$ cat config.mk
export PLATFORM = sky130hd
export DESIGN_NAME = io_activity_monitor
export DESIGN_NICKNAME = d
export VERILOG_FILES = /design/src/rtl/act_pkg.sv /design/src/rtl/act_decode.sv /design/src/rtl/act_status.sv /design/src/rtl/act_strobes.sv /design/src/rtl/io_activity_monitor.sv
export SDC_FILE = /design/constraint.sdc
export NUM_CORES = 1
export LEC_CHECK = 0
export BUFFER_PORTS_ARGS = -buffer_cell sky130_fd_sc_hd__buf_2
export CAP_MARGIN = 15
export CORE_ASPECT_RATIO = 0.7
export CORE_MARGIN = 2
export CORE_UTILIZATION = 45
export CTS_CLUSTER_DIAMETER = 30
export CTS_CLUSTER_SIZE = 28
export DETAILED_ROUTE_END_ITERATION = 8
export GPL_ROUTABILITY_DRIVEN = 0
export GPL_TIMING_DRIVEN = 0
export PLACE_DENSITY = 0.77
export SETUP_SLACK_MARGIN = 0.1
export SLEW_MARGIN = 10
export SYNTH_ARGS = -nofsm -noshare
export SYNTH_HDL_FRONTEND = slang
export SYNTH_HIERARCHICAL = 1
export SYNTH_SLANG_ARGS = --single-unit
$ cat constraint.sdc
create_clock -name clk -period 1.6 [get_ports clk]
set_input_delay 0.08 -clock clk [delete_from_list [all_inputs] [get_ports clk]]
set_output_delay 0.08 -clock clk [all_outputs]
set_load 0.1 [all_outputs]
$ cat src/rtl/act_pkg.sv
package act_pkg;
  localparam int SRC_W   = 8;
  localparam int ADDR_W  = 16;
  localparam int B_KBD   = 7;
  localparam int B_SER   = 6;
  localparam int B_PAR   = 5;
  localparam int B_VID   = 4;
  localparam int B_DSK   = 3;
  localparam int B_RSV   = 2;
  localparam int B_IRQ   = 1;
  localparam int B_DMA   = 0;
  localparam logic [SRC_W-1:0] VALID_MASK = ~(SRC_W'(1) << B_RSV);
  localparam logic [SRC_W-1:0] GP1_SRCS   = (SRC_W'(1) << B_KBD) | (SRC_W'(1) << B_SER)
                                          | (SRC_W'(1) << B_VID) | (SRC_W'(1) << B_DSK);

  typedef enum logic [1:0] {
    SEL_STAT_CLR = 2'd0,
    SEL_ENABLE   = 2'd1,
    SEL_RELOAD   = 2'd2,
    SEL_FLAG_CLR = 2'd3
  } reg_sel_e;

  function automatic logic hit_kbd(input logic [ADDR_W-1:0] a);
    return a == ADDR_W'(16'h0060);
  endfunction

  // eight-byte windows: compare everything above the low three bits
  function automatic logic in_win8(input logic [ADDR_W-1:0] a, input logic [ADDR_W-1:0] base);
    return a[ADDR_W-1:3] == base[ADDR_W-1:3];
  endfunction

  function automatic logic hit_ser(input logic [ADDR_W-1:0] a);
    return in_win8(a, ADDR_W'(16'h03F8)) || in_win8(a, ADDR_W'(16'h02F8)) ||
           in_win8(a, ADDR_W'(16'h03E8)) || in_win8(a, ADDR_W'(16'h02E8));
  endfunction

  function automatic logic hit_par(input logic [ADDR_W-1:0] a);
    return in_win8(a, ADDR_W'(16'h0278)) || in_win8(a, ADDR_W'(16'h0378));
  endfunction
endpackage

$ cat src/rtl/act_decode.sv
module act_decode
  import act_pkg::*;
(
  input  logic              clk,
  input  logic              rst_n,
  input  logic              io_strobe,
  input  logic [ADDR_W-1:0] io_addr,
  input  logic              video_hit,
  input  logic              disk_hit,
  input  logic              irq_hit,
  input  logic              dma_hit,
  output logic [SRC_W-1:0]  src
);
  logic kbd_ev, ser_ev, par_ev;

  assign kbd_ev = io_strobe && hit_kbd(io_addr);
  assign ser_ev = io_strobe && hit_ser(io_addr);
  assign par_ev = io_strobe && hit_par(io_addr);

  always_comb begin
    src        = '0;
    src[B_KBD] = kbd_ev;
    src[B_SER] = ser_ev;
    src[B_PAR] = par_ev;
    src[B_VID] = video_hit;
    src[B_DSK] = disk_hit;
    src[B_IRQ] = irq_hit;
    src[B_DMA] = dma_hit;
  end

  // port windows are disjoint
  p_windows_disjoint_r2: assert property (@(posedge clk) disable iff (!rst_n)
    $onehot0({kbd_ev, ser_ev, par_ev}));
endmodule

$ cat src/rtl/act_status.sv
module act_status
  import act_pkg::*;
#(
  parameter int W = SRC_W
) (
  input  logic         clk,
  input  logic         rst_n,
  input  logic [W-1:0] set_ev,
  input  logic [W-1:0] clr_ev,
  input  logic [W-1:0] valid,
  output logic [W-1:0] stat
);
  for (genvar i = 0; i < W; i++) begin : g_bit
    always_ff @(posedge clk) begin
      if (!rst_n)           stat[i] <= 1'b0;
      else if (!valid[i])   stat[i] <= 1'b0;
      else if (set_ev[i])   stat[i] <= 1'b1;
      else if (clr_ev[i])   stat[i] <= 1'b0;
    end

    // an event latches next clock, winning over a clear
    p_set_latches_r5: assert property (@(posedge clk) disable iff (!rst_n)
      (set_ev[i] && valid[i]) |=> stat[i]);
    // a set bit only falls through a clear
    p_sticky_r5: assert property (@(posedge clk) disable iff (!rst_n)
      (stat[i] && !clr_ev[i]) |=> stat[i]);
  end
endmodule

$ cat src/rtl/act_strobes.sv
module act_strobes
  import act_pkg::*;
(
  input  logic             clk,
  input  logic             rst_n,
  input  logic [SRC_W-1:0] src,
  input  logic [SRC_W-1:0] en_mask,
  input  logic [SRC_W-1:0] rld_mask,
  input  logic             flag_clr,
  output logic             flag,
  output logic             gp0,
  output logic             gp1
);
  logic flag_ev, gp0_ev, gp1_ev;

  assign flag_ev = |(src & en_mask);
  assign gp1_ev  = |(src & rld_mask & GP1_SRCS);
  assign gp0_ev  = (|src) && rld_mask[B_DMA];

  always_ff @(posedge clk) begin
    if (!rst_n) begin
      flag <= 1'b0;
      gp0  <= 1'b0;
      gp1  <= 1'b0;
    end else begin
      gp0 <= gp0_ev;
      gp1 <= gp1_ev;
      if (flag_ev)       flag <= 1'b1;
      else if (flag_clr) flag <= 1'b0;
    end
  end

  // the flag rises only on an enabled source
  p_flag_cause_r6: assert property (@(posedge clk) disable iff (!rst_n)
    $rose(flag) |-> $past(|(src & en_mask)));
  // an enabled source always leaves the flag set
  p_flag_set_r6: assert property (@(posedge clk) disable iff (!rst_n)
    (|(src & en_mask)) |=> flag);
  // GP1 pulses need a GP1 source with its reload bit
  p_gp1_cause_r7: assert property (@(posedge clk) disable iff (!rst_n)
    gp1 |-> $past(|(src & rld_mask & GP1_SRCS)));
  // GP0 pulses need some source and reload bit 0
  p_gp0_cause_r8: assert property (@(posedge clk) disable iff (!rst_n)
    gp0 |-> $past((|src) && rld_mask[B_DMA]));
endmodule

$ cat src/rtl/io_activity_monitor.sv
module io_activity_monitor
  import act_pkg::*;
(
  input  logic        clk,
  input  logic        rst_n,
  input  logic        io_strobe,
  input  logic [15:0] io_addr,
  input  logic        video_hit,
  input  logic        disk_hit,
  input  logic        irq_hit,
  input  logic        dma_hit,
  input  logic        reg_wr,
  input  logic [1:0]  reg_sel,
  input  logic [7:0]  reg_wdata,
  output logic [7:0]  act_status,
  output logic        act_flag,
  output logic        gp0_reload,
  output logic        gp1_reload
);
  logic [SRC_W-1:0] src;
  logic [SRC_W-1:0] en_mask, rld_mask;
  logic [SRC_W-1:0] stat_clr;
  logic             flag_clr;

  assign stat_clr = (reg_wr && reg_sel == SEL_STAT_CLR) ? reg_wdata : '0;
  assign flag_clr = reg_wr && reg_sel == SEL_FLAG_CLR && reg_wdata[0];

  always_ff @(posedge clk) begin
    if (!rst_n) begin
      en_mask  <= '0;
      rld_mask <= '0;
    end else if (reg_wr) begin
      if (reg_sel == SEL_ENABLE) en_mask  <= reg_wdata & VALID_MASK;
      if (reg_sel == SEL_RELOAD) rld_mask <= reg_wdata & VALID_MASK;
    end
  end

  act_decode u_dec (
    .clk, .rst_n, .io_strobe, .io_addr,
    .video_hit, .disk_hit, .irq_hit, .dma_hit, .src
  );

  act_status #(.W(SRC_W)) u_stat (
    .clk, .rst_n, .set_ev(src), .clr_ev(stat_clr),
    .valid(VALID_MASK), .stat(act_status)
  );

  act_strobes u_stb (
    .clk, .rst_n, .src, .en_mask, .rld_mask, .flag_clr,
    .flag(act_flag), .gp0(gp0_reload), .gp1(gp1_reload)
  );

  // the reserved status bit never reads as set
  p_reserved_zero_r4: assert property (@(posedge clk) disable iff (!rst_n)
    (reg_wr && reg_sel == SEL_STAT_CLR) |=> !act_status[B_RSV]);
endmodule

==> impl_metrics.env <==
export IMPL_r2r_end="u_stb/flag"
export IMPL_end_kind="flip-flop"
export IMPL_cts_tree="built"
export IMPL_crit_fanout=4
export IMPL_worstPathRequired_ns=1.85
export IMPL_cts_repair_resized=0
export IMPL_wl_met2_mm=1.186
export IMPL_clock_latency_ns=0.31
export IMPL_met1_length_mm=1.156
export IMPL_die_y_microns=46.25
export IMPL_p_total_w=0.001085
export IMPL_grt_max_degree=14
export IMPL_synth_area_sq_mm=0.001147
export IMPL_syn_inst=124
export IMPL_power_density_mw_per_mm2=751.6
export IMPL_clock_root_buffer="clkbuf_4"
export IMPL_cp_num_buf_inv=2
export IMPL_power_frac_clock=0.245
export IMPL_hold_depth=3
export IMPL_cts_clk_slew_worst_paths_ns=0.12
export IMPL_routedWlPerCell_microns=12.17
export IMPL_maxCapViolCount=0
export IMPL_ir_drop_v=0.0003072
export IMPL_hold_ws_ns=0.008511
export IMPL_gr_total_overflow=0
export IMPL_drv_slew=0
export IMPL_pwr_share_comb=0.199
export IMPL_setup_violations=0
export IMPL_rows=15
export IMPL_regArea_sq_um=460.4
export IMPL_clk_path_buf_depth=2
export IMPL_cpPeakStageDelay_ns=0.52
export IMPL_internal_power_w=0.0007640
export IMPL_layout_commonest_cell="buf_2"
export IMPL_highest_layer="met4"
export IMPL_route_met3_wl_microns=189
export IMPL_swShare=0.2960
export IMPL_leakagePower_nw=0.7999
export IMPL_min_delay_start="reg_wdata[5]"
export IMPL_cts_setup_buffers=0
export IMPL_gr_usage_all_layers=0.1896
export IMPL_place_ws_ns=0.06125
export IMPL_die_area_sq_mm=0.002976
export IMPL_ioPinCount=45
export IMPL_switching_power_w=0.0003212
export IMPL_hpwl_mm=2.014
export IMPL_rr_worst_depth=3
export IMPL_crit_path_start_kind="input port"
export IMPL_hold_viol_final=0
export IMPL_fp_dieW_microns=64.35
export IMPL_drt_iter0_markers=27
export IMPL_vias=1041
export IMPL_whs_endpoint="en_mask[5]"
export IMPL_ctsHoldBuffers=0
export IMPL_grt_pass1_wl_mm=4.153
export IMPL_tns_ns=0
export IMPL_htreeDepth=1
export IMPL_clock_fmax_mhz=830.0
export IMPL_crit_chain="buf_2, or4_4, nor3_2, and3_1, buf_4, a22o_1, a221oi_2, a31oi_1"
export IMPL_period_needed_ns=1.205
export IMPL_antenna_found_initial=0
export IMPL_rsz0062_at_grt="no"
export IMPL_io_buffer_count=40
export IMPL_setup_slack_ns=0.3952
export IMPL_post_route_period_util=0.7530
export IMPL_fin_skew_ns=0.001871
export IMPL_multi_input_area_sq_um=618.1
export IMPL_viasPerCell=4.981
export IMPL_nNetsFinal=210
export IMPL_seqPwrFrac=0.555
export IMPL_syn2layout_area_growth_pct=25.84
export IMPL_n_antenna_cell=0
export IMPL_wl_mm=2.544
export IMPL_firstDrtPassIters=6
export IMPL_r2r_slack_ns=0.66
export IMPL_r2r_start="en_mask[0]"
export IMPL_core_sq_mm=0.002440
export IMPL_cts_sinks=23
export IMPL_syn_avg_cell_area_sq_um=9.253
export IMPL_drc_errors=0
export IMPL_arrival_ns=1.45
export IMPL_crit_slowest_cell="or4_4"
export IMPL_numCtsBuffers=3
export IMPL_layout_drive_gt1_share=0.3429
export IMPL_hold_class="input port to flip-flop"
export IMPL_initial_core_util=0.4703
export IMPL_worstSetupPathType="input port to flip-flop"
export IMPL_critPathTopFamily="simple AND/OR/NAND/NOR gates"
export IMPL_status="complete, no violations"
export IMPL_final_core_util=0.5918
export IMPL_postRouteAntennaNets=0
export IMPL_fillers=250
export IMPL_yosysWarnings=6
export IMPL_mostFrequentLayoutCells="buf_2, dfxtp_1, nand2_1"
export IMPL_grt_pass1_vias=968
==> state kept, by name (all words and copies together) (netlist names) <==
| register | cells |
|---|---|
| u_stb/gp0 | 1 |
| en_mask | 7 |
| rld_mask | 5 |
| u_stb/flag | 1 |
| u_stat/stat | 8 |
| u_stb/gp1 | 1 |
==> layout make-up <==
type,count,area share
plain buffers,13,0.06066
clock buffers,3,0.01560
clock inverters,1,0.003466
inverters,2,0.005199
multi-input cells,93,0.4281
flip-flops and latches,23,0.3189
well taps,34,0.02946
repair buffers,40,0.1386
==> per-stage QoR <==
stage,area (sq um),instances
floorplan,1174,131
global placement,1416,205
detailed placement,1416,205
CTS,1444,209
global route,1444,209
finish,1444,209
==> routing by layer <==
layer,track usage,vias to the layer above
met2,0.3417,39
met4,0.02553,0
met5,0,-
met1,0.2363,478
met3,0.05379,2
li1,-,522
==> power by group through the flow <==
stage                     clock [W]  combinational (W)  sequential [W]
after global routing       0.000307           0.000235        0.000606
after CTS                  0.000280           0.000216        0.000603
after global placement            0           0.000211        0.000614
final                      0.000266           0.000216        0.000603
after detailed placement          0           0.000216        0.000615
after floorplan                   0          0.0000794        0.000683
==> worst register-to-register path: stages (launching register included) <==
cell      delay, ns
dfxtp_1        0.34
a22o_1         0.24
a221oi_2       0.16
a31oi_1        0.10
==> worst max-delay path by stage <==
stage / cells past startpoint / end / from
6_report: 8 / u_stb/flag / io_addr[4]
5_1_grt: 8 / u_stb/flag / io_addr[4]
4_1_cts: 1 / act_flag / u_stb/flag
3_5_place_dp: 8 / u_stb/flag / io_addr[4]
3_3_place_gp: 8 / u_stb/flag / io_addr[4]
2_1_floorplan: 7 / u_stb/flag / io_addr[4]
(Power assumes the default switching activity.)
